--- src/rtl/opt_pkg.sv ---
package opt_pkg;
  localparam int BANKS = 4;
  localparam int BANK_W = 2;
  localparam int SIZE_W = 2;

  typedef struct packed {
    logic install;
    logic dropBank;
    logic dropRow;
  } tblCtl_t;
endpackage

--- src/rtl/opt_ctrl.sv ---
module opt_ctrl
  import opt_pkg::*;
#(
  parameter int ROWS = 4,
  localparam int ROW_W = $clog2(ROWS)
) (
  input  logic             clk,
  input  logic             rstN,
  input  logic             reqValid,
  input  logic [ROW_W-1:0] reqRow,
  input  logic [ROWS-1:0]  rowPresent,
  input  logic             closeValid,
  input  logic             flushValid,
  input  logic             entryValid,
  input  logic             pageMatch,
  output logic             isHit,
  output logic             isMiss,
  output logic             isEmpty,
  output logic             reqError,
  output logic             victimValid,
  output tblCtl_t          ctl
);
  logic live;

  always_comb begin
    live        = reqValid && rowPresent[reqRow];
    reqError    = reqValid && !rowPresent[reqRow];
    isEmpty     = live && !entryValid;
    isHit       = live && entryValid && pageMatch;
    isMiss      = live && entryValid && !pageMatch;
    victimValid = isMiss;
    ctl.install  = isEmpty || isMiss;
    ctl.dropBank = closeValid;
    ctl.dropRow  = flushValid;
  end


  class_onehot_chk: assert property (@(posedge clk) disable iff (!rstN)
    reqValid |-> $countones({isHit, isMiss, isEmpty, reqError}) == 1);


  idle_quiet_chk: assert property (@(posedge clk) disable iff (!rstN)
    !reqValid |-> !(ctl.install || victimValid));
endmodule

--- src/rtl/opt_datapath.sv ---
module opt_datapath
  import opt_pkg::*;
#(
  parameter int ROWS = 4,
  parameter int ADDR_W = 32,
  parameter int MIN_PG_LOG2 = 11,
  localparam int ROW_W = $clog2(ROWS),
  localparam int IDX_W = ROW_W + BANK_W,
  localparam int ENTRIES = ROWS * BANKS,
  localparam int PAGE_W = ADDR_W - MIN_PG_LOG2
) (
  input  logic                   clk,
  input  logic                   rstN,
  input  tblCtl_t                ctl,
  input  logic [ROW_W-1:0]       reqRow,
  input  logic [BANK_W-1:0]      reqBank,
  input  logic [ADDR_W-1:0]      reqAddr,
  input  logic [ROWS*SIZE_W-1:0] rowPageSize,
  input  logic [ROW_W-1:0]       closeRow,
  input  logic [BANK_W-1:0]      closeBank,
  input  logic [ROW_W-1:0]       flushRow,
  output logic                   entryValid,
  output logic                   pageMatch,
  output logic [PAGE_W-1:0]      storedPage,
  output logic [ENTRIES-1:0]     openMask
);
  logic [ENTRIES-1:0]  validQ;
  logic [PAGE_W-1:0]   pageQ [ENTRIES];
  logic [IDX_W-1:0]    reqIdx;
  logic [IDX_W-1:0]    closeIdx;
  logic [SIZE_W-1:0]   sizeCode;
  logic [ADDR_W-1:0]   shifted;
  logic [PAGE_W-1:0]   reqPage;

  always_comb begin
    reqIdx   = {reqRow, reqBank};
    closeIdx = {closeRow, closeBank};
    sizeCode = rowPageSize[reqRow*SIZE_W +: SIZE_W];
    shifted  = (reqAddr >> MIN_PG_LOG2) >> sizeCode;
    reqPage  = shifted[PAGE_W-1:0];
  end

  for (genvar e = 0; e < ENTRIES; e++) begin : gEntry
    localparam logic [IDX_W-1:0] MY_IDX = IDX_W'(e);
    localparam logic [ROW_W-1:0] MY_ROW = ROW_W'(e / BANKS);
    always_ff @(posedge clk or negedge rstN) begin
      if (!rstN) begin
        validQ[e] <= 1'b0;
        pageQ[e]  <= '0;
      end else if (ctl.install && reqIdx == MY_IDX) begin
        validQ[e] <= 1'b1;
        pageQ[e]  <= reqPage;
      end else if ((ctl.dropBank && closeIdx == MY_IDX) ||
                   (ctl.dropRow && flushRow == MY_ROW)) begin
        validQ[e] <= 1'b0;
      end
    end
  end

  always_comb begin
    entryValid = validQ[reqIdx];
    storedPage = pageQ[reqIdx];
    pageMatch  = storedPage == reqPage;
    openMask   = validQ;
  end


  install_opens_chk: assert property (@(posedge clk) disable iff (!rstN)
    ctl.install |=> openMask[$past(reqIdx)]);


  close_one_chk: assert property (@(posedge clk) disable iff (!rstN)
    (ctl.dropBank && !(ctl.install && reqIdx == closeIdx))
      |=> !openMask[$past(closeIdx)]);


  flush_row_chk: assert property (@(posedge clk) disable iff (!rstN)
    (ctl.dropRow && !(ctl.install && reqRow == flushRow))
      |=> ((openMask >> {$past(flushRow), 2'b00}) & ENTRIES'(4'hF)) == '0);
endmodule

--- src/rtl/open_page_tracker.sv ---
module open_page_tracker
  import opt_pkg::*;
#(
  parameter int ROWS = 4,
  parameter int ADDR_W = 32,
  parameter int MIN_PG_LOG2 = 11,
  localparam int ROW_W = $clog2(ROWS),
  localparam int ENTRIES = ROWS * BANKS,
  localparam int PAGE_W = ADDR_W - MIN_PG_LOG2
) (
  input  logic                   clk,
  input  logic                   rstN,
  input  logic                   reqValid,
  input  logic [ROW_W-1:0]       reqRow,
  input  logic [BANK_W-1:0]      reqBank,
  input  logic [ADDR_W-1:0]      reqAddr,
  input  logic [ROWS*SIZE_W-1:0] rowPageSize,
  input  logic [ROWS-1:0]        rowPresent,
  input  logic                   closeValid,
  input  logic [ROW_W-1:0]       closeRow,
  input  logic [BANK_W-1:0]      closeBank,
  input  logic                   flushValid,
  input  logic [ROW_W-1:0]       flushRow,
  output logic                   isHit,
  output logic                   isMiss,
  output logic                   isEmpty,
  output logic                   reqError,
  output logic                   victimValid,
  output logic [PAGE_W-1:0]      victimPage,
  output logic [ENTRIES-1:0]     openMask
);
  tblCtl_t ctl;
  logic entryValid;
  logic pageMatch;
  logic [PAGE_W-1:0] storedPage;

  opt_ctrl #(.ROWS(ROWS)) uCtrl (
    .clk(clk), .rstN(rstN), .reqValid(reqValid), .reqRow(reqRow),
    .rowPresent(rowPresent), .closeValid(closeValid), .flushValid(flushValid),
    .entryValid(entryValid), .pageMatch(pageMatch), .isHit(isHit),
    .isMiss(isMiss), .isEmpty(isEmpty), .reqError(reqError),
    .victimValid(victimValid), .ctl(ctl)
  );

  opt_datapath #(.ROWS(ROWS), .ADDR_W(ADDR_W), .MIN_PG_LOG2(MIN_PG_LOG2)) uData (
    .clk(clk), .rstN(rstN), .ctl(ctl), .reqRow(reqRow), .reqBank(reqBank),
    .reqAddr(reqAddr), .rowPageSize(rowPageSize), .closeRow(closeRow),
    .closeBank(closeBank), .flushRow(flushRow), .entryValid(entryValid),
    .pageMatch(pageMatch), .storedPage(storedPage), .openMask(openMask)
  );

  assign victimPage = victimValid ? storedPage : '0;


  hit_keeps_state_chk: assert property (@(posedge clk) disable iff (!rstN)
    (isHit && !closeValid && !flushValid) |=> $stable(openMask));


  error_keeps_state_chk: assert property (@(posedge clk) disable iff (!rstN)
    (reqError && !closeValid && !flushValid) |=> $stable(openMask));
endmodule

--- config.mk ---
export PLATFORM = sky130hd
export DESIGN_NAME = open_page_tracker
export DESIGN_NICKNAME = d
export VERILOG_FILES = /design/src/rtl/opt_pkg.sv /design/src/rtl/opt_ctrl.sv /design/src/rtl/opt_datapath.sv /design/src/rtl/open_page_tracker.sv
export SDC_FILE = /design/constraint.sdc
export NUM_CORES = 1
export LEC_CHECK = 0
export BUFFER_PORTS_ARGS = -buffer_cell sky130_fd_sc_hd__buf_2
export CORE_ASPECT_RATIO = 1.75
export CORE_MARGIN = 3
export CORE_UTILIZATION = 50
export CTS_CLUSTER_SIZE = 20
export DETAILED_ROUTE_END_ITERATION = 10
export PLACE_DENSITY_LB_ADDON = 0.3
export SETUP_SLACK_MARGIN = 0.02
export SYNTH_ARGS = -nofsm -noshare
export SYNTH_HDL_FRONTEND = slang
export SYNTH_HIERARCHICAL = 1
export SYNTH_SLANG_ARGS = --single-unit
--- constraint.sdc ---
create_clock -name clk -period 4.6 [get_ports clk]
set_clock_uncertainty 0.2 [all_clocks]
set_input_delay 0.23 -clock clk [delete_from_list [all_inputs] [get_ports clk]]
set_output_delay 0.23 -clock clk [all_outputs]
set_load 0.005 [all_outputs]
==> metrics.md <==
| Metric | Value |
|---|---|
| CORE AREA | `31,700 µm²` |
| Achievable Freq | `0.238 GHz` |
| Total of max-cap violations | `0` |
| I/O Buffers | `89` |
| Worst slew margin | `15.4%` |
| Fin crit share | `91.5%` |
| Critical path class | `reg2out` |
| CTS max path bufs | `3` |
| Total power | `8900 µW` |
| Antenna violations before repair | `0` |
| Pre-antenna DRT Iters | `5` |
| Hpwl dp | `28.9 mm` |
| Clock latency on the worst-skew pair | `580 ps` |
| Synth cell count leaders | `nand2_1 (393), dfrtp_1 (352), o21ai_0 (295)` |
| Layout cells sized above 1 | `22.5%` |
| Fin. Hold Viols | `0` |
| First-pass GRT wire length | `68.7 mm` |
| Main synth FF type | `dfrtp_1` |
| Synth top area share | `54.5%` |
| Slew Limit Fails | `0` |
| Register bit total from synthesis | `352` |
| Vert. Die Dim | `244 µm` |
| CP Buf/Inv Count | `2` |
| Minimum clock period | `4210 ps` |
| Die ar. | `34,600 µm²` |
| Fin Hold WS | `1.34 ps` |
| Status | `finished, final reports clean` |
| RePlAce Congestion | `0.868` |
| Post-Synthesis Cells | `1,476` |
| GRT Util Overall | `25.7%` |
| Post-route ant nets | `0` |
| Unrepaired setup endpoints after global routing | `false` |
| Initial DRC Count | `880` |
| Synthesized net count | `1,535` |
| Ys async rst share | `100%` |
| Die width | `142 µm` |
| Post-synth top area cell | `dfrtp_1` |
| Number of synthesized flops with an enable pin | `0` |
| Critical-path maximum fanout | `23` |
| WP data arrival | `3780 ps` |
| Top post-synthesis cells by area | `dfrtp_1 (54%), mux4_2 (14%), o21ai_0 (9.1%)` |
| Post-Syn Area | `16,200 µm²` |
| Core Rows | `86` |
| CP max-delay cell | `nor3b_4` |
| Routed vias | `11,700` |
| Vias in the first global route | `12,200` |
| Cell variety after synth | `43` |
| Cell chain of the critical path | `mux4_2, mux4_2, xnor2_1, nor4_1, nand4_1, nor4_2, buf_4, nor3b_4, and2_2, buf_2` |
| # clock sinks | `352` |
| Hold Crit Class | `in2async` |
| Setup Fix Bufs, Post-CTS | `0` |
| Setup Viol. Count Final | `0` |
| Fin nets | `1,614` |
| Htree depth | `1` |
| Crit path required time | `4170 ps` |
| P per Cell Area | `475 nW/µm²` |
| CP Capture Type | `output pin` |
| Synthesized area per cell | `11.0 µm²` |
| Remaining DRCs | `0` |
| Leak | `0.00861 µW` |
| Largest net degree at the start of global routing | `165` |
| TritonCTS clock tree | `done` |
| Worst setup SP type | `register` |
| Top delay family on crit path | `simple AND/OR/NAND/NOR gates` |
| Most common cell on crit path | `mux4_2` |
| I/O pin count | `101` |
| TritonCTS Buffers | `31` |
| Gr ovfl total | `0` |
| ANT cells | `0` |
| Worst Tran Pin Value | `1270 ps` |
| Peak supply drop | `0.312 mV` |
| Post-synthesis sequential area ratio | `54.5%` |
| WL final | `43.6 mm` |
| Highest cell delay on the worst timing path | `700 ps` |
| Clock slew at the register clock pins of the worst setup and hold paths | `70 ps` |
| Avg Vias per Cell | `5.92` |
| Starting density of the core | `50.9%` |
| Syn-to-layout area delta | `15.8%` |
| Count leader, synth | `nand2_1` |
| Syn. warnings | `6` |
| Root Driver | `clkbuf_16` |
| Routed len/inst | `22.0 µm` |
| Setup Total Neg Slack | `0 ps` |
[kinds of logic (layout without fill, tap and decap cells)]
kind of cell	after synthesis	in the layout	share of synthesized area, %
XOR/XNOR	21	21	1.14
buffers and inverters	128	232	3.65
AO/OA/AOI/OAI	386	386	12.9
flip-flops	352	352	54.5
AND/OR/NAND/NOR	456	456	11.7
multiplexers	133	133	16.2
[sequential cells by signal, summed over array words and instances, names as in the netlist]
signal and count:
uData/pageQ 336, uData/openMask 16
[where the power goes]
part / leakage [µW] / internal [µW] / switching (µW)
registers: 0.00461 / 3810 / 379
clock network: 0.000588 / 1850 / 1160
logic: 0.00342 / 792 / 901
[worst register-to-register path, delay by kind of cell, from the launching register on]
family          cells  cell delay, ps
simple gates        6            1370
compound gates      2             330
buf+inv             1             290
xor+xnor            1             260
mux                 2            1030
flops               1             380
[path summary, 6_finish.rpt]
path,start,slack (ps),cells after the start,to
max reg2reg,uData/pageQ[175]$_DFFE_PN0P_,610,12,uData/pageQ[136]$_DFFE_PN0P_
min reg2reg,uData/pageQ[25]$_DFFE_PN0P_,270,2,uData/pageQ[25]$_DFFE_PN0P_
min,rstN,1,3,uData/pageQ[270]$_DFFE_PN0P_
min in group clk,reqAddr[12],70,4,uData/pageQ[295]$_DFFE_PN0P_
max,uData/pageQ[175]$_DFFE_PN0P_,390,10,victimPage[12]
max in group asynchronous,rstN,3300,3,uData/pageQ[93]$_DFFE_PN0P_
[cells in the final DEF (no fill, tap or decap), types with 17 or more instances in the layout]
cell / Yosys / routed
mux2i_1: 18 / 18
o21ai_1: 42 / 42
clkbuf_16: 0 / 31
buf_12: 0 / 21
buf_2: 13 / 86
a22oi_1: 28 / 28
dlygate4sd3_1: 0 / 18
mux4_2: 98 / 98
nand2_1: 393 / 390
o21ai_0: 295 / 295
xnor2_1: 17 / 17
dfrtp_1: 352 / 352
buf_4: 9 / 45
[layout make-up]
type / count / area [µm²]
multi-input combinational: 996 / 6810
clock buffer: 41 / 883
clock inverter: 17 / 323
inverter: 2 / 7.51
tap: 396 / 495
fill: 2544 / 13000
timing repair buffer: 172 / 1400
sequential: 352 / 8810
[metal layers]
metal | vias up | GRT usage (%) | share of wire (%)
li1 | 5333 | - | -
met2 | 392 | 45.3 | 53
met4 | 0 | 12.1 | 4.9
met5 | - | 0 | 0
met1 | 5847 | 31.2 | 37
met3 | 124 | 2.81 | 4.8
[repair_timing]
item	4_1_cts	5_1_grt
setup endpoints to repair	0	21
hold buffers	19	0
hold endpoints to repair	368	0
resized for setup	0	1
[through the flow]
stage | cell area [µm²] | worst slack, ps | std cells | util [%]
final | 18700 | 392 | 1976 | 59.0
after global routing | 18700 | 253 | 1976 | 59.0
after CTS | 18700 | 105 | 1976 | 59.0
after detailed placement | 17300 | 192 | 1899 | 54.5
after global placement | 17300 | 171 | 1899 | 54.5
after floorplan | 16200 | 1010 | 1476 | -
(Power assumes the default switching activity.)
